**src/rtl/trim_pkg.sv**
```systemverilog
package trim_pkg;
    typedef enum logic [1:0] {
        ST_IDLE    = 2'd0,
        ST_PASS    = 2'd1,
        ST_UPPER   = 2'd2,
        ST_DISCARD = 2'd3
    } trim_state_e;
endpackage

```
**src/rtl/trim_mask_gen.sv**
```systemverilog
// Derives the keep mask and the end-of-frame flag from the remaining byte count.
module trim_mask_gen #(
    parameter int LEN_W      = 16,
    parameter int BEAT_BYTES = 4
) (
    input  logic [LEN_W-1:0]      rem_i,
    output logic [BEAT_BYTES-1:0] keep_o,
    output logic                  final_o
);
    localparam logic [LEN_W-1:0] BEAT_LEN = LEN_W'(BEAT_BYTES);

    // At-or-below comparison: covers straddling words and exact fits alike.
    assign final_o = (rem_i <= BEAT_LEN);

    for (genvar g = 0; g < BEAT_BYTES; g++) begin : g_lane
        localparam logic [LEN_W-1:0] LANE_IDX = LEN_W'(g);
        assign keep_o[g] = (rem_i > LANE_IDX);
    end
endmodule

```
**src/rtl/trim_remaining.sv**
```systemverilog
// Remaining-bytes counter, loaded by a length write, reduced per forwarded beat.
module trim_remaining #(
    parameter int LEN_W      = 16,
    parameter int BEAT_BYTES = 4
) (
    input  logic             clk,
    input  logic             rst,
    input  logic             load_i,
    input  logic [LEN_W-1:0] load_val_i,
    input  logic             consume_i,
    input  logic             final_i,
    output logic [LEN_W-1:0] rem_o
);
    localparam logic [LEN_W-1:0] BEAT_LEN = LEN_W'(BEAT_BYTES);

    always_ff @(posedge clk) begin
        if (rst) begin
            rem_o <= '0;
        end else if (load_i) begin
            rem_o <= load_val_i;
        end else if (consume_i) begin
            rem_o <= final_i ? '0 : (rem_o - BEAT_LEN);
        end
    end
endmodule

```
**src/rtl/trim_fsm.sv**
```systemverilog
// Control state machine: idle, pass, upper-half emission, discard.
module trim_fsm
    import trim_pkg::*;
(
    input  logic clk,
    input  logic rst,
    input  logic len_wr_i,
    input  logic len_zero_i,
    input  logic wr_valid_i,
    input  logic wr_wide_i,
    input  logic final_i,
    output logic wr_ready_o,
    output logic push_low_o,
    output logic push_high_o,
    output logic hold_upper_o
);
    trim_state_e state_q, state_d;

    // State register
    always_ff @(posedge clk) begin
        if (rst) state_q <= ST_IDLE;
        else     state_q <= state_d;
    end

    // Next-state logic
    always_comb begin
        state_d = state_q;
        if (len_wr_i) begin
            state_d = len_zero_i ? ST_DISCARD : ST_PASS;
        end else begin
            unique case (state_q)
                ST_IDLE:    state_d = ST_IDLE;
                ST_PASS: begin
                    if (wr_valid_i) begin
                        if (final_i)        state_d = ST_DISCARD;
                        else if (wr_wide_i) state_d = ST_UPPER;
                        else                state_d = ST_PASS;
                    end
                end
                ST_UPPER:   state_d = final_i ? ST_DISCARD : ST_PASS;
                ST_DISCARD: state_d = ST_DISCARD;
            endcase
        end
    end

    // Output logic
    always_comb begin
        wr_ready_o   = 1'b1;
        push_low_o   = 1'b0;
        push_high_o  = 1'b0;
        hold_upper_o = 1'b0;
        unique case (state_q)
            ST_IDLE:    ;
            ST_PASS: begin
                push_low_o   = wr_valid_i && !len_wr_i;
                hold_upper_o = wr_valid_i && !len_wr_i && wr_wide_i && !final_i;
            end
            ST_UPPER: begin
                wr_ready_o  = 1'b0;
                push_high_o = !len_wr_i;
            end
            ST_DISCARD: ;
        endcase
    end
endmodule

```
**src/rtl/frame_len_trimmer.sv**
```systemverilog
// Forwards only the programmed number of bytes of a padded word stream.
module frame_len_trimmer #(
    parameter int LEN_W  = 16,
    parameter int BEAT_W = 32
) (
    input  logic                  clk,
    input  logic                  rst,
    input  logic                  len_wr,
    input  logic [LEN_W-1:0]      len_value,
    input  logic                  wr_valid,
    input  logic                  wr_wide,
    input  logic [2*BEAT_W-1:0]   wr_data,
    output logic                  wr_ready,
    output logic                  push_valid,
    output logic [BEAT_W-1:0]     push_data,
    output logic [BEAT_W/8-1:0]   push_keep,
    output logic                  push_last
);
    localparam int BEAT_BYTES = BEAT_W / 8;

    logic [LEN_W-1:0]      rem;
    logic [BEAT_BYTES-1:0] keep;
    logic                  final_beat;
    logic                  push_low, push_high, hold_upper, push_now;
    logic [BEAT_W-1:0]     upper_q, beat_raw, beat_clean;

    trim_mask_gen #(.LEN_W(LEN_W), .BEAT_BYTES(BEAT_BYTES)) u_mask (
        .rem_i   (rem),
        .keep_o  (keep),
        .final_o (final_beat)
    );

    trim_remaining #(.LEN_W(LEN_W), .BEAT_BYTES(BEAT_BYTES)) u_rem (
        .clk        (clk),
        .rst        (rst),
        .load_i     (len_wr),
        .load_val_i (len_value),
        .consume_i  (push_now),
        .final_i    (final_beat),
        .rem_o      (rem)
    );

    trim_fsm u_fsm (
        .clk          (clk),
        .rst          (rst),
        .len_wr_i     (len_wr),
        .len_zero_i   (len_value == '0),
        .wr_valid_i   (wr_valid),
        .wr_wide_i    (wr_wide),
        .final_i      (final_beat),
        .wr_ready_o   (wr_ready),
        .push_low_o   (push_low),
        .push_high_o  (push_high),
        .hold_upper_o (hold_upper)
    );

    assign push_now = push_low | push_high;
    assign beat_raw = push_high ? upper_q : wr_data[BEAT_W-1:0];

    // Zero the lanes beyond the frame end so padding never leaves the block.
    for (genvar g = 0; g < BEAT_BYTES; g++) begin : g_clean
        assign beat_clean[8*g +: 8] = keep[g] ? beat_raw[8*g +: 8] : 8'h00;
    end

    always_ff @(posedge clk) begin
        if (rst) begin
            upper_q <= '0;
        end else if (hold_upper) begin
            upper_q <= wr_data[2*BEAT_W-1:BEAT_W];
        end
    end

    always_ff @(posedge clk) begin
        if (rst) begin
            push_valid <= 1'b0;
            push_data  <= '0;
            push_keep  <= '0;
            push_last  <= 1'b0;
        end else begin
            push_valid <= push_now;
            push_data  <= beat_clean;
            push_keep  <= push_now ? keep : '0;
            push_last  <= push_now && final_beat;
        end
    end
endmodule

```
**config.mk**
```make
export PLATFORM = sky130hd
export DESIGN_NAME = frame_len_trimmer
export DESIGN_NICKNAME = d
export VERILOG_FILES = /design/src/rtl/trim_pkg.sv /design/src/rtl/trim_mask_gen.sv /design/src/rtl/trim_remaining.sv /design/src/rtl/trim_fsm.sv /design/src/rtl/frame_len_trimmer.sv
export SDC_FILE = /design/constraint.sdc
export NUM_CORES = 1
export LEC_CHECK = 0
export CAP_MARGIN = 20
export CORE_ASPECT_RATIO = 1.5
export CORE_MARGIN = 4
export CORE_UTILIZATION = 56
export DETAILED_ROUTE_END_ITERATION = 10
export DONT_BUFFER_PORTS = 1
export HOLD_SLACK_MARGIN = 0.1
export PLACE_DENSITY = 0.72
export SLEW_MARGIN = 0
export SYNTH_ARGS = -nofsm -noshare
export SYNTH_HDL_FRONTEND = slang
export SYNTH_HIERARCHICAL = 1
export SYNTH_SLANG_ARGS = --single-unit
export TNS_END_PERCENT = 50
```
**constraint.sdc**
```tcl
create_clock -name clk -period 4.2 [get_ports clk]
set_input_delay 0.42 -clock clk [delete_from_list [all_inputs] [get_ports clk]]
set_output_delay 0.42 -clock clk [all_outputs]
set_load 0.005 [all_outputs]
```
After elaboration in Yosys (flattened, before gate mapping) --
Index checks and enable logic that the tools add are counted.
Word-level totals: bits in registers 88, bits in latches 0, memory bits (writable) 0, memory bits (read-only) 0, output and inout bits 39, logic and storage cells 55, memories 0
Cells by class: add/sub/neg operators 1, $mul 0, divide/modulo/power cells 0, magnitude comparators 5, equal/unequal tests 4, shift-type cells 0, muxes and demuxes 15, bitwise operators 6, reduce and logical (&&, ||, !) cells 14
Operators with widths (number):
- $mux 16 | 3
- $gt 16x1->1 const B | 2
- $gt 16x2->1 const B | 2
- $mux 32 | 1
- $le 16x3->1 const B | 1
- $logic_not 16->1 | 1
- $sub 16x3->16 const B | 1
- $mux 2 | 6
- $reduce_or 2->1 | 5
- $pmux 2 s4 | 1
- $not 1->1 | 5
- $eq 2x2->1 const B | 2
- $logic_and 1x1->1 | 4
- $mux 1 | 4
- $ne 3x3->1 const B | 1
- $eq 2x1->1 const B | 1
- $logic_not 1->1 | 2
- $logic_not 2->1 | 1
- $reduce_bool 2->1 | 1
- $or 1x1->1 | 1

Longest topological paths before layout --
depth in word-level cells 6, gate-level depth with buffers 10

Modules after synthesis --
Netlist, hierarchy kept.
Modules (own cells, without submodules):
- frame_len_trimmer | times used 1, cells an instance 231, area each 2526.2 um^2, sequential area each 1401.3 um^2
- trim_remaining | times used 1, cells an instance 114, area each 948.4 um^2, sequential area each 320.3 um^2
- trim_fsm | times used 1, cells an instance 14, area each 116.4 um^2, sequential area each 40.0 um^2
- trim_mask_gen | times used 1, cells an instance 11, area each 78.8 um^2, sequential area each 0.0 um^2

Worst setup path before layout --
Ideal clock, no wire load.
kind register to register, start point register u_rem.rem_o[4], end point register upper_q[0], setup time 0.128 ns, data arrival time 1.958 ns, slack 2.115 ns, cell stages (with the launch flop) 9, path buffers 2, cells stage by stage dfxtp_1 -> nor4_2 -> nand4_1 -> nor3_1 -> and3b_1 -> buf_4 -> buf_8 -> mux2i_1 -> nor2_1
On the way: cells in the longest elaborated chain, start to end 4
Ends and longest elaborated chain:
- start, declared | RTL line trim_remaining.sv:12 | output logic [LEN_W-1:0] rem_o
- start signal, assigned | RTL line trim_remaining.sv:20 | rem_o <= load_val_i;
- start signal, assigned | RTL line trim_remaining.sv:22 | rem_o <= final_i ? '0 : (rem_o - BEAT_LEN);
- $le 16x3->1 | RTL line trim_mask_gen.sv:13 | assign final_o = (rem_i <= BEAT_LEN);
- via final_beat | RTL line frame_len_trimmer.sv:23 | logic final_beat;
- $logic_not 1->1 | RTL line trim_fsm.sv:56 | hold_upper_o = wr_valid_i && !len_wr_i && wr_wide_i && !final_i;
- $logic_and 1x1->1 | RTL line trim_fsm.sv:56
- $mux 1 | RTL line trim_fsm.sv:52 | unique case (state_q)
- via hold_upper | RTL line frame_len_trimmer.sv:24 | logic push_low, push_high, hold_upper, push_now;
- end signal, assigned | RTL line frame_len_trimmer.sv:69 | upper_q <= wr_data[2*BEAT_W-1:BEAT_W];
- end, declared | RTL line frame_len_trimmer.sv:25 | logic [BEAT_W-1:0] upper_q, beat_raw, beat_clean;
The timed path passes the listed nets, and every way through them passes these cells. A chain may end at the register's enable or synchronous reset.

Final worst setup path --
start point register u_fsm.state_q[0], end point register u_rem.rem_o[10]
On the way: cells in the longest elaborated chain, start to end 4, elaborated cells on any way between the ends 6, classes of those cells eq/ne: 2; mux: 2; bitwise: 1; reduce/logical: 1
Ends and longest elaborated chain:
- start, declared | RTL line trim_fsm.sv:17 | trim_state_e state_q, state_d;
- start signal, assigned | RTL line trim_fsm.sv:22 | else state_q <= state_d;
- $eq 2x2->1 | RTL line trim_fsm.sv:52
- $mux 1 | RTL line trim_fsm.sv:52
- via push_high | RTL line frame_len_trimmer.sv:24
- $or 1x1->1 | RTL line frame_len_trimmer.sv:57 | assign push_now = push_low | push_high;
- via push_now | RTL line frame_len_trimmer.sv:24
- $reduce_bool 2->1 (no source line)
The timed path passes the listed nets, and every way through them passes these cells.

==> qor.txt <==
=================================================================================
Mapped Cells                                                                  370
Slack of the worst reg-to-reg path                                        1.74 ns
Number of buffers added by the clock tree synthesis step                        9
# Max-Cap Violations                                                            0
Die X                                                                     74.1 µm
Combinational fraction of design power                                      0.092
Setup crit start kind                                                    register
Number of standard-cell rows in the floorplan                                  35
Post-detailed-routing wire length                                         7860 µm
Slowest-stage cell, CP                                               sky130_fd_sc_hd__nor2_1
Routed length per instance                                                17.9 µm
Number of distinct library cells after synthesis                               47
CTS tree                                                                     done
Static leakage                                                            1.35 nW
Proportion of total power due to net switching                              0.242
Setup WS pre-CTS                                                          1.73 ns
Number of DRC markers after the initial detailed-route iteration              184
Clock root buffer master                                             sky130_fd_sc_hd__clkbuf_8
Top cell family by delay on the critical path                        simple AND/OR/NAND/NOR gates
R2r startpoint                                                       u_fsm/state_q[0]
Startpoint of the lowest-slack hold path                                      rst
Placeable Area                                                           6260 µm²
Share of synthesized area occupied by flip-flops and latches                0.480
Via count normalized by instance count                                       5.80
Class of the tightest hold or removal check                          input port to register
TritonCTS sink count                                                           88
Setup ws final                                                            1.74 ns
Number of nets produced by synthesis                                          456
Crit path arrival time                                                    2.68 ns
Number of antenna violations at the first check in global routing               0
Net count reported at finish                                                  447
Height of the die                                                          107 µm
Worst Hold End                                                       u_fsm/state_q[0]
Wire length of the first global-routing pass                             12200 µm
Vias post-DR                                                                 2547
Mean area per synthesized cell                                           9.92 µm²
Max Fclk                                                                  407 MHz
Max-slew violation total from the final report                                  0
Maximum VDD drop                                                       0.000226 V
Length in cells of the worst reg-to-reg path                                    8
Worst Path Max Fanout                                                          12
Worst stage delay on the critical path                                    0.56 ns
Number of H-tree levels                                                         3
DRC violations left                                                             0
Final period util                                                           0.585
Number of antenna cells inserted                                                0
Remaining antenna violation count                                               0
Proportion of power drawn by flip-flops and latches                         0.538
Synth async-reset ratio                                                         0
CP Capture Type                                                          register
Fraction of final layout cells sized beyond drive strength 1               0.0877
Gpl congestion                                                              0.833
Die outline area                                                         7940 µm²
Vias in the first global route                                               2518
Internal power component                                                  1.29 mW
Final-report setup violation count                                              0
Remaining max-slew budget at the tightest pin                               0.342
Most used cell, CP                                                   sky130_fd_sc_hd__nor2_1
Count of cells resized by post-cts repair                                       0
RSZ-0062 raised after global routing                                           no
Number of buffers inserted by hold repair at cts                                0
Most used flip-flop cell after synthesis                             sky130_fd_sc_hd__dfxtp_1
Warning count from the yosys run                                                6
Half-perimeter wire length after placement                                5780 µm
CTS Buffer Depth                                                                2
Flip-flop and latch count after synthesis                                      88
Power per cell area                                                    444 nW/µm²
Storage element area                                                     1760 µm²
Footprint of the multi-input gates                                       1720 µm²
Result of the run                                                    finished, final reports clean
Count of buffer and inverter cells on the critical path                         1
Type of the worst setup path                                         register to register
Number of hold violations in the final report                                   0
Starting density of the core                                                0.586
Reg-to-reg critical path endpoint                                    u_rem/rem_o[10]
DR pass1 iterations                                                             4
Post-layout minimum cycle time                                            2.46 ns
Global routing usage summed across all routing layers                       0.202
Fill cells                                                                    558
Share of the synthesized area in the top cell type                          0.480
Source-to-sink clock delay at the later pin of the worst-skew pair        0.35 ns
Cells on Worst Hold Path                                                        1
Ordered list of cells on the worst path                              nand2b_1 > nor2_4 > nor2_1 > inv_1 > nor2_1 > nand3b_1 > xor2_1 > o21ai_0
Leading cell types by total area after synthesis                     sky130_fd_sc_hd__dfxtp_1, sky130_fd_sc_hd__mux2i_1, sky130_fd_sc_hd__nor2_1, sky130_fd_sc_hd__buf_8, sky130_fd_sc_hd__nor4_1
Cell Area, Synth                                                         3670 µm²
Overflow left after global routing                                              0
Layout-stage area growth over the synthesis result                          4.13%
Worst EP required                                                         4.42 ns
Reg clk slew, reported paths                                              0.08 ns
Source of the critical timing path                                   u_fsm/state_q[0]
Switching power                                                          0.411 mW
Worst Max-Slew Pin Slew                                                  0.987 ns
Biggest area consumer among synthesized cells                        sky130_fd_sc_hd__dfxtp_1
Clock tree skew after final layout                                     0.00533 ns
Number of enable flip-flop cells after synthesis                                0
Number of top-level pins                                                      124
Part of the power in the clock network                                      0.370
Port bufs                                                                       0
Fin Setup TNS                                                                0 ns
Post CTS Setup Buffer Count                                                     0
Maximum number of pins on one net before global-route repair                   53
=================================================================================
[layout make-up]
| class | instances | share of cell area |
|---|---|---|
| inverter | 5 | 0.00491 |
| clock inverter | 6 | 0.0242 |
| sequential | 88 | 0.461 |
| multi-input combinational | 255 | 0.449 |
| clock buffer | 9 | 0.0324 |
| timing repair buffer | 2 | 0.00393 |
| tap | 74 | 0.0242 |
[layout by cell type (no fill, tap or decap), types with 2 or more instances in the layout]
master	Yosys	routed
sky130_fd_sc_hd__xor2_1	2	2
sky130_fd_sc_hd__nand3b_1	4	4
sky130_fd_sc_hd__nand2_1	12	12
sky130_fd_sc_hd__nor4_2	2	2
sky130_fd_sc_hd__or3b_2	3	3
sky130_fd_sc_hd__nand2b_1	7	7
sky130_fd_sc_hd__nor2_1	81	80
sky130_fd_sc_hd__inv_1	5	5
sky130_fd_sc_hd__clkbuf_8	0	9
sky130_fd_sc_hd__o21ai_0	10	10
sky130_fd_sc_hd__inv_6	0	2
sky130_fd_sc_hd__nor4_1	9	9
sky130_fd_sc_hd__nor3b_1	7	7
sky130_fd_sc_hd__and4_1	2	2
sky130_fd_sc_hd__clkinvlp_4	0	2
sky130_fd_sc_hd__xnor2_1	5	5
sky130_fd_sc_hd__nor3_1	7	7
sky130_fd_sc_hd__mux2i_1	69	69
sky130_fd_sc_hd__bufinv_16	0	2
sky130_fd_sc_hd__nor2b_1	2	2
sky130_fd_sc_hd__a21oi_1	9	9
sky130_fd_sc_hd__nand4_1	2	2
sky130_fd_sc_hd__dfxtp_1	88	88
sky130_fd_sc_hd__buf_4	2	2
[stage by stage]
| step | total power [mW] | cell area (µm²) | utilization | hold WS [ns] | cells |
|---|---|---|---|---|---|
| finish | 1.70 | 3820 | 0.610 | 0.141 | 439 |
| global route | 1.78 | 3820 | 0.610 | 0.107 | 439 |
| CTS | 1.72 | 3820 | 0.610 | 0.108 | 439 |
| detailed placement | 1.09 | 3600 | 0.576 | 0.482 | 424 |
| global placement | 1.08 | 3600 | 0.576 | 0.471 | 424 |
| floorplan | 1.07 | 3670 | - | 0.460 | 370 |
[synth_stat cells, drive strengths merged (3+ instances only)]
| cell type | n |
|---|---|
| a21oi | 9 |
| buf | 15 |
| clkbuf | 7 |
| dfxtp | 88 |
| inv | 5 |
| mux2i | 69 |
| nand2 | 12 |
| nand2b | 7 |
| nand3b | 4 |
| nor2 | 82 |
| nor3 | 7 |
| nor3b | 7 |
| nor4 | 12 |
| o21ai | 10 |
| or3b | 3 |
| xnor2 | 5 |
[layer usage]
metal,vias to the layer above,track usage,share of wire
met5,-,0,0
met4,0,0.0829,0.016
met3,11,0.0488,0.078
met2,101,0.362,0.54
met1,1176,0.219,0.37
li1,1259,-,-
[sequential cells by signal, summed over array words and instances, names as in the netlist]
signal and count:
push_data 32, upper_q 32, u_rem/rem_o 16, push_keep 4
u_fsm/state_q 2, push_last 1, push_valid 1
[worst max path at each step]
stage               cells after the start               to
CTS                                     8  u_rem/rem_o[10]
floorplan                               8       upper_q[0]
global placement                        8  u_rem/rem_o[10]
finish                                  8  u_rem/rem_o[10]
detailed placement                      8  u_rem/rem_o[10]
global route                            8   u_rem/rem_o[6]
[worst register-to-register path, delay by kind of cell (launching register included)]
kind	cells	cell delay, ns
buffers and inverters	1	0.29
xor gates and xnor gates	1	0.14
DFF	1	0.39
AOI/OAI and AO/OA	1	0.09
and+or+nand+nor	5	1.44
[logic make-up after synthesis]
kind of cell             count (synthesis)  share of synthesized area
AO/OA/AOI/OAI                           28                     0.0460
flip-flops                              88                      0.480
AND/OR/NAND/NOR                        150                      0.211
adder cells (fa/ha/maj)                  1                    0.00341
XOR/XNOR                                 7                     0.0167
multiplexers                            69                      0.188
buffers and inverters                   27                     0.0546
[power groups by stage]
stage               clock network [mW]  logic (mW)  registers, mW
finish                           0.628       0.156          0.914
global route                     0.681       0.176          0.920
CTS                              0.647       0.156          0.915
detailed placement                   0       0.155          0.934
global placement                     0       0.151          0.933
floorplan                            0       0.146          0.923
Power figures use the tool's default switching activity.
